==> config.mk <==
export PLATFORM = sky130hd
export DESIGN_NAME = sync_hunt_det
export DESIGN_NICKNAME = d
export VERILOG_FILES = /design/src/rtl/sync_hunt_pkg.sv /design/src/rtl/sync_shreg.sv /design/src/rtl/sync_bitpos.sv /design/src/rtl/sync_flag.sv /design/src/rtl/sync_hunt_det.sv
export SDC_FILE = /design/constraint.sdc
export NUM_CORES = 1
export LEC_CHECK = 0
export BUFFER_PORTS_ARGS = -buffer_cell sky130_fd_sc_hd__buf_2
export CORE_UTILIZATION = 48
export DETAILED_ROUTE_END_ITERATION = 10
export PLACE_DENSITY_LB_ADDON = 0.2
export SYNTH_ARGS = -nofsm -noshare
export SYNTH_HDL_FRONTEND = slang
export SYNTH_SLANG_ARGS = --single-unit
export TNS_END_PERCENT = 1
==> constraint.sdc <==
create_clock -name clk -period 3.4 [get_ports clk]
set_input_delay 0.17 -clock clk [delete_from_list [all_inputs] [get_ports clk]]
set_output_delay 0.17 -clock clk [all_outputs]
set_load 0.005 [all_outputs]
==> src/rtl/sync_hunt_pkg.sv <==
package sync_hunt_pkg;

    localparam int CHAR_W  = 8;
    localparam int MIN_LEN = CHAR_W - 3;
    localparam int POS_W   = $clog2(CHAR_W + 2);

    typedef enum logic [1:0] {
        ST_HUNT,
        ST_PAR1,
        ST_SYNC2,
        ST_RUN
    } hunt_st_e;

    typedef struct packed {
        logic [1:0] len_sel;
        logic       par_en;
        logic       single;
        logic       ext;
    } hunt_cfg_t;

    function automatic logic [POS_W-1:0] char_len(input logic [1:0] ls);
        return POS_W'(ls) + POS_W'(MIN_LEN);
    endfunction

    function automatic logic [CHAR_W-1:0] len_mask(input logic [POS_W-1:0] len);
        logic [CHAR_W-1:0] m;
        for (int i = 0; i < CHAR_W; i++) begin
            m[i] = (i < int'(len));
        end
        return m;
    endfunction

endpackage

==> src/rtl/sync_shreg.sv <==
module sync_shreg
    import sync_hunt_pkg::*;
(
    input  logic              clk,
    input  logic              rst,
    input  logic              preset,
    input  logic              shift,
    input  logic              rxd,
    input  logic [POS_W-1:0]  len,
    input  logic [CHAR_W-1:0] mask,
    output logic [CHAR_W-1:0] q,
    output logic [CHAR_W-1:0] nxt
);
    logic [CHAR_W-1:0] shr;

    always_comb begin
        shr = q >> 1;
        for (int i = 0; i < CHAR_W; i++) begin
            if (i == int'(len) - 1) nxt[i] = rxd;
            else                    nxt[i] = shr[i] & mask[i];
        end
    end

    always_ff @(posedge clk) begin
        if (rst)         q <= '1;
        else if (preset) q <= mask;
        else if (shift)  q <= nxt;
    end
endmodule

==> src/rtl/sync_bitpos.sv <==
module sync_bitpos
    import sync_hunt_pkg::*;
(
    input  logic             clk,
    input  logic             rst,
    input  logic             clr,
    input  logic             par_ld,
    input  logic             step,
    input  logic [POS_W-1:0] len,
    input  logic             par_en,
    output logic             last,
    output logic             in_data
);
    logic [POS_W-1:0] pos;
    logic [POS_W-1:0] last_pos;

    assign last_pos = len - POS_W'(1) + POS_W'(par_en);
    assign last     = (pos == last_pos);
    assign in_data  = (pos < len);

    always_ff @(posedge clk) begin
        if (rst || clr)  pos <= '0;
        else if (par_ld) pos <= len;
        else if (step)   pos <= last ? '0 : pos + POS_W'(1);
    end
endmodule

==> src/rtl/sync_flag.sv <==
module sync_flag (
    input  logic clk,
    input  logic rst,
    input  logic set,
    input  logic clr,
    output logic q
);
    always_ff @(posedge clk) begin
        if (rst) q <= 1'b0;
        else     q <= set | (q & ~clr);
    end
endmodule

==> src/rtl/sync_hunt_det.sv <==
module sync_hunt_det
    import sync_hunt_pkg::*;
(
    input  logic              clk,
    input  logic              rst,
    input  logic              bit_en,
    input  logic              rxd,
    input  logic              sync_mode,
    input  logic [1:0]        len_sel,
    input  logic              par_en,
    input  logic              single_sync,
    input  logic              ext_sync,
    input  logic [CHAR_W-1:0] sync1,
    input  logic [CHAR_W-1:0] sync2,
    input  logic              hunt_cmd,
    input  logic              stat_rd,
    input  logic              syndet_in,
    output logic              in_hunt,
    output logic              syndet,
    output logic              syndet_oe,
    output logic              char_strobe,
    output logic [CHAR_W-1:0] char_data
);
    hunt_cfg_t         cfg;
    hunt_st_e          st, st_n;
    logic [POS_W-1:0]  len;
    logic [CHAR_W-1:0] mask, sr_q, sr_nxt, s1m, s2m, cval;
    logic bit_act, int_hunt, framing, shift, match1, frame_end, cmd_hunt;
    logic found1, ext_entry, pos_clr, pos_par, pos_step, last, in_data;
    logic int_set, ext_hit, prev1;

    assign cfg      = '{len_sel: len_sel, par_en: par_en, single: single_sync, ext: ext_sync};
    assign len      = char_len(cfg.len_sel);
    assign mask     = len_mask(len);
    assign s1m      = sync1 & mask;
    assign s2m      = sync2 & mask;

    assign bit_act  = bit_en & sync_mode;
    assign cmd_hunt = hunt_cmd & sync_mode;
    assign int_hunt = (st == ST_HUNT) & ~cfg.ext;
    assign framing  = (st == ST_SYNC2) | (st == ST_RUN);
    assign shift    = bit_act & (int_hunt | (framing & in_data));
    assign match1   = (sr_nxt == s1m);
    assign cval     = cfg.par_en ? sr_q : sr_nxt;
    assign frame_end = bit_act & framing & last;
    assign ext_hit  = bit_act & cfg.ext & syndet_in;
    assign ext_entry = (st == ST_HUNT) & ext_hit;

    always_comb begin
        st_n   = st;
        found1 = 1'b0;
        if (cmd_hunt) begin
            st_n = ST_HUNT;
        end else begin
            case (st)
                ST_HUNT: begin
                    if (ext_entry)                   st_n = ST_RUN;
                    else if (int_hunt && bit_act && match1) begin
                        if (cfg.par_en) st_n = ST_PAR1;
                        else            found1 = 1'b1;
                    end
                end
                ST_PAR1:  if (bit_act) found1 = 1'b1;
                ST_SYNC2: if (frame_end) st_n = (cval == s2m) ? ST_RUN : ST_HUNT;
                default:  ;
            endcase
            if (found1) st_n = cfg.single ? ST_RUN : ST_SYNC2;
        end
    end

    assign pos_clr  = cmd_hunt | found1 | ext_entry;
    assign pos_par  = (st == ST_HUNT) & (st_n == ST_PAR1);
    assign pos_step = bit_act & framing & ~cmd_hunt;

    always_comb begin
        int_set = 1'b0;
        if (!cfg.ext) begin
            if (found1 && cfg.single) int_set = 1'b1;
            if (frame_end && st == ST_SYNC2 && cval == s2m) int_set = 1'b1;
            if (frame_end && st == ST_RUN) begin
                if (cfg.single) int_set = (cval == s1m);
                else            int_set = prev1 & (cval == s2m);
            end
        end
    end

    always_ff @(posedge clk) begin
        if (rst) begin
            st          <= ST_HUNT;
            prev1       <= 1'b0;
            char_strobe <= 1'b0;
        end else begin
            st          <= st_n;
            char_strobe <= frame_end & (st == ST_RUN) & ~cmd_hunt;
            if (cmd_hunt || st != ST_RUN) prev1 <= 1'b0;
            else if (frame_end)           prev1 <= (cval == s1m);
        end
    end

    sync_shreg u_shreg (
        .clk(clk), .rst(rst), .preset(cmd_hunt), .shift(shift), .rxd(rxd),
        .len(len), .mask(mask), .q(sr_q), .nxt(sr_nxt)
    );

    sync_bitpos u_pos (
        .clk(clk), .rst(rst), .clr(pos_clr), .par_ld(pos_par), .step(pos_step),
        .len(len), .par_en(cfg.par_en), .last(last), .in_data(in_data)
    );

    sync_flag u_flag (
        .clk(clk), .rst(rst), .set(int_set | ext_hit), .clr(stat_rd), .q(syndet)
    );

    assign in_hunt   = sync_mode & (st != ST_RUN);
    assign syndet_oe = ~(sync_mode & cfg.ext);
    assign char_data = sr_q & mask;
endmodule

# After elaboration in Yosys (flattened, before gate mapping)
# Index checks and enable logic that the tools add are counted.
[word_totals]
reg_bits = 17
[classes]
addsub = 5
n_lt_le_gt_ge = 9
eq_ne = 16
muxes = 35
n_bitwise = 38
reduce_logical = 13
[ops]
columns = ["op", "count"]
rows = [
  ["$eq 4x32->1 const A", 4],
  ["$eq 3x32->1 const A", 2],
  ["$eq 2x32->1 const A", 1],
  ["$logic_not 32->1", 1],
  ["$and 1x1->1", 25],
  ["$and 8x8->8", 3],
  ["$eq 8x8->1", 3],
  ["$mux 8", 3],
  ["$mux 1", 20],
  ["$lt 3x4->1 const A", 4],
  ["$mux 2", 7],
  ["$mux 4", 3],
  ["$lt 1x4->1 const A", 2],
  ["$lt 2x4->1 const A", 2],
  ["$logic_and 1x1->1", 6],
  ["$or 1x1->1", 6],
  ["$sub 4x1->5 const B", 1],
  ["$add 2x3->4 const B", 1],
  ["$add 4x1->4", 1],
  ["$add 4x1->4 const B", 1],
  ["$eq 2x1->1 const B", 2],
  ["$eq 2x2->1 const B", 2],
  ["$eq 4x4->1", 1],
  ["$lt 4x4->1", 1],
  ["9 further kinds", 14],
]

# Longest topological paths before layout
[logic_depth]
ltp_word = 18
depth_mapped = 11
depth_no_buf = 11

# By module
# Synthesis repeated with hierarchy kept, for this count alone.
[hier_totals]
hier_cells = 230
hier_area_um2 = 1943.1
[by_module_without_submodules]
columns = ["module", "instances", "cells_each", "area_per_inst_um2", "seq_area_each_um2"]
rows = [
  ["sync_hunt_det", 1, 108, 867.1, 80.1],
  ["sync_shreg", 1, 68, 604.3, 160.2],
  ["sync_bitpos", 1, 50, 432.9, 80.1],
  ["sync_flag", 1, 4, 38.8, 20.0],
]

# Worst setup path before layout
# OpenSTA, ideal clock, no wires.
[synth_path]
path_kind = "input port to flip-flop"
start = "input port len_sel[0]"
end = "register st[0]"
setup_ns = 0.103
arrival_ns = 2.335
path_slack_ns = 0.961
cell_stages = 11
n_path_buf = 1
path_cell_list = "ha_1 buf_2 inv_1 ha_1 nor2b_4 mux2i_4 xnor2_1 nor4_4 a21o_1 nor4bb_1 a2111oi_2"
[synth_between]
elab_chain_cells = 12
elab_cells_between_ends = 54
[synth_rtl]
columns = ["element", "line", "rtl"]
rows = [
  ["start, declared", "sync_hunt_det.sv:9", "input logic [1:0] len_sel,"],
  ["$add 2x3->4 (*)", "sync_hunt_pkg.sv:22", "return POS_W'(ls) + POS_W'(MIN_LEN);"],
  ["$sub 4x1->5, or another cell as far along", "sync_shreg.sv:19", "if (i == int'(len) - 1) nxt[i] = rxd;"],
  ["$eq 2x32->1, or another cell as far along", "sync_shreg.sv:19", ""],
  ["$mux 1", "sync_shreg.sv:19", ""],
  ["$eq 8x8->1", "sync_hunt_det.sv:43", "assign match1 = (sr_nxt == s1m);"],
  ["$logic_and 1x1->1", "sync_hunt_det.sv:58", "else if (int_hunt && bit_act && match1) begin"],
  ["$mux 1", "sync_hunt_det.sv:58", ""],
  ["$mux 1", "sync_hunt_det.sv:57", "if (ext_entry) st_n = ST_RUN;"],
  ["$pmux 1 s2", "sync_hunt_det.sv:55", "case (st)"],
  ["$mux 1", "sync_hunt_det.sv:52", "if (cmd_hunt) begin"],
  ["$mux 2 (*)", "sync_hunt_det.sv:67", "if (found1) st_n = cfg.single ? ST_RUN : ST_SYNC2;"],
  ["$mux 2 (*)", "sync_hunt_det.sv:52", ""],
  ["end signal, assigned", "sync_hunt_det.sv:93", "st <= st_n;"],
  ["end, declared", "sync_hunt_det.sv:25", "hunt_st_e st, st_n;"],
]
# Mark *: on every way between the ends. The rest lies on a longest branch, timed or not. The select of a mux whose other input is x is not followed.
# A chain may end at the register's enable or synchronous reset.

# Final worst setup path
# Same ends and word-level chain as after synthesis.

==> impl_metrics.ini <==
[status]
outcome = finished clean

[placed_design]
dp_hpwl_mm = 3.913
placed_area_sq_mm = 0.002225
place.gp.congestion = 0.8353
io_buffer_count = 40

[detailed_routing]
drc = 0
post_drt_wl_per_cell_um = 14.88
postRouteWirelength_mm = 5.014
drt-vias-per-instance = 5.611
firstDrtPassIters = 4
drtAntennaViolNets = 0
vias = 1891
drt_iter0_drc = 91

[cts]
cts-resized-gates = 0
cts_tree = built
hold_buffers = 0
clk_latency_ps = 250
cts.sinks = 17
htree_levels = 1
post_cts_buffers = 0
clkTransAtPathRegs_ps = 70
clock_path_buffers = 2
root_buffer = clkbuf_8
cts_buffers = 3

[power]
netSwitchingPower_mw = 0.2024
clock_power_share_pct = 26.9
power.density_mw_per_mm2 = 256.4
vdd_ir_drop_max_mv = 0.2068
p_total_mw = 0.5823
combPwrFrac_pct = 35.9
leakage_nw = 0.9655
swShare_pct = 34.75
intPower_mw = 0.3800
p_seq_share_pct = 37.2

[grt]
gr-total-overflow = 0
grt_pass1_vias = 1731
antenna_found_initial = 0
grt_max_degree = 19
grt_pass1_wl_mm = 8.155
track_usage_pct = 23.93

[synth]
synth_cells = 259
ys_seq_area_share_pct = 16.70
ys_seq_elements = 17
synthFlopType = dfxtp_1
syn_area_sq_mm = 0.002038
syn-num-nets = 301
async_reset_ff_share_pct = 0
synth_edf_count = 0
yosysWarnings = 0
synth_cell_types = 56
syn_avg_cell_area_sq_um = 7.870

[finish]
drive_gt1_share_pct = 19.51
areaGrowthSynthToFinish_pct = 11.42
layout.nets = 330
antenna_cells = 0
stdcell_area_sq_mm = 0.002271
postLayoutCoreUtil_pct = 56.37
fillers = 390

[timing]
rsz0062_at_grt = no
finalCritPeriodShare_pct = 80.46
hold_slack_ps = 209.3
hold_viol = 0
worst_pin_slew_ps = 463.7
fin_skew_ps = 0.6464
fmax_mhz = 365.6
relSlewSlack_pct = 68.60
layout_min_cycle_time_ps = 2735
fin_setup_tns_ps = 0
final_max_slew_viol_count = 0
setup_violations = 0

[die]
dieHeight_um = 67.17
rows = 23
initial_core_util_pct = 50.59
core_sq_mm = 0.004029
top_level_ports = 41
die_w_um = 67.17
dieArea_sq_mm = 0.004511

[worst_setup_path]
r2r-end = u_pos.pos[0]
required_ps = 3560
slowest_delay_ps = 420
crit_chain = buf_2, ha_1, inv_1, ha_1, nor2b_1, o311ai_1, xnor2_1, nand4_1, nor4_1, nor4bb_1, a2111oi_2
crit_path_end = st[0]
regToRegSetupSlack_ps = 1210
reg2reg_from = st[1]
crit_top_cell = ha_1
arrival_ps = 2890
cp_max_fo = 10
cp-end-kind = register
r2r_cells = 7
startpoint = len_sel[0]
path_class = primary input to register
startpoint_type = primary input
slowest_stage = o311ai_1

[worst_hold_path]
min_path_type = primary input to register

[job]
maxCapViolCount = 0
power by group through the flow:
stage | sequential [mW] | combinational, mW | clock (mW)
after detailed placement | 0.221 | 0.209 | 0
after floorplan | 0.213 | 0.156 | 0
after global placement | 0.221 | 0.206 | 0
after global routing | 0.217 | 0.232 | 0.171
after CTS | 0.216 | 0.209 | 0.163
final | 0.217 | 0.209 | 0.157
Yosys cell counts, types with 2 or more instances:
library cell	n	area [sq um]
a211o_1	2	17.52
a211oi_1	2	15.01
a211oi_2	2	25.02
a21o_1	4	30.03
a21oi_1	9	45.04
a22oi_1	2	15.01
a2bb2oi_1	2	17.52
a31oi_1	3	18.77
a41oi_1	2	17.52
and2_1	2	12.51
buf_2	4	20.02
buf_4	4	30.03
clkbuf_1	10	37.54
dfxtp_1	17	340.3
ha_1	13	162.7
inv_1	14	52.55
mux2i_1	11	110.1
nand2_1	19	71.32
nand2b_1	9	56.30
nand3_1	7	35.03
nand3b_1	3	22.52
nand4_1	6	37.54
nor2_1	14	52.55
nor2b_1	9	56.30
nor3_1	8	40.04
nor4_1	3	18.77
nor4_4	2	42.54
o21a_1	4	30.03
o21ai_0	8	40.04
o311ai_1	2	17.52
o31ai_1	5	37.54
or3_1	2	12.51
xnor2_1	21	183.9
xor2_1	12	105.1
how the worst min path moves through the flow:
stage	from	endpoint	slack, ps	cells after the start
floorplan	len_sel[0]	u_pos.pos[0]	280	1
global placement	single_sync	st[0]	470	3
detailed placement	single_sync	st[0]	480	3
CTS	single_sync	st[0]	200	3
global route	single_sync	st[0]	230	3
finish	single_sync	st[0]	210	3
per-stage QoR:
step                      cells  setup WS, ps
after floorplan             259         961.4
after global placement      333         489.4
after detailed placement    333         406.5
after CTS                   337         673.4
after global routing        337         395.4
final                       337         664.5
logic make-up (layout without fill, tap and decap cells):
family | count (synthesis) | count (layout) | share of synthesized area [%]
simple gates | 91 | 91 | 25.72
compound gates | 58 | 58 | 20.63
fa+ha+maj | 13 | 13 | 7.981
xor+xnor | 33 | 33 | 14.18
mux | 13 | 13 | 7.182
buf+inv | 34 | 62 | 7.612
flops | 17 | 17 | 16.70
cell usage in the layout, fill, tap and decap left out, types with 3 or more instances in the layout:
cell	n
buf_2	40
xnor2_1	21
nand2_1	19
dfxtp_1	17
inv_1	14
nor2_1	14
ha_1	13
xor2_1	12
mux2i_1	11
nor2b_1	9
a21oi_1	9
nand2b_1	9
nor3_1	8
o21ai_0	8
nand3_1	7
nand4_1	6
o31ai_1	5
o21a_1	4
a21o_1	4
nand3b_1	3
a31oi_1	3
nor4_1	3
clkbuf_8	3
buf_4	3
critical path, delay by kind of cell:
| family | cells | cell delay, ps |
|---|---|---|
| xor+xnor | 1 | 200 |
| simple gates | 4 | 680 |
| compound gates | 2 | 740 |
| fa+ha+maj | 2 | 790 |
| buf+inv | 2 | 310 |
sequential cells by signal (all words and copies together) (netlist names):
name	flops
char_strobe	1
prev1	1
u_flag.q	1
u_shreg.q	8
st	2
u_pos.pos	4
per-layer routing:
metal | GRT usage [%] | up-vias | wire, um
met3 | 4.223 | 4 | 221
li1 | - | 975 | -
met1 | 32.08 | 871 | 2402
met4 | 5.585 | 0 | 34
met2 | 39.50 | 41 | 2356
met5 | 0 | - | 0
layout make-up:
cell class | count | area [sq um] | area share [%]
well taps | 50 | 62.56 | 2.755
inverters | 15 | 56.30 | 2.479
repair buffers | 43 | 222.7 | 9.807
clock buffers | 3 | 41.29 | 1.818
clock inverters | 1 | 5.005 | 0.2204
multi-input cells | 208 | 1543 | 67.93
flip-flops and latches | 17 | 340.3 | 14.99
No activity file was read; power rests on OpenSTA's default activity.
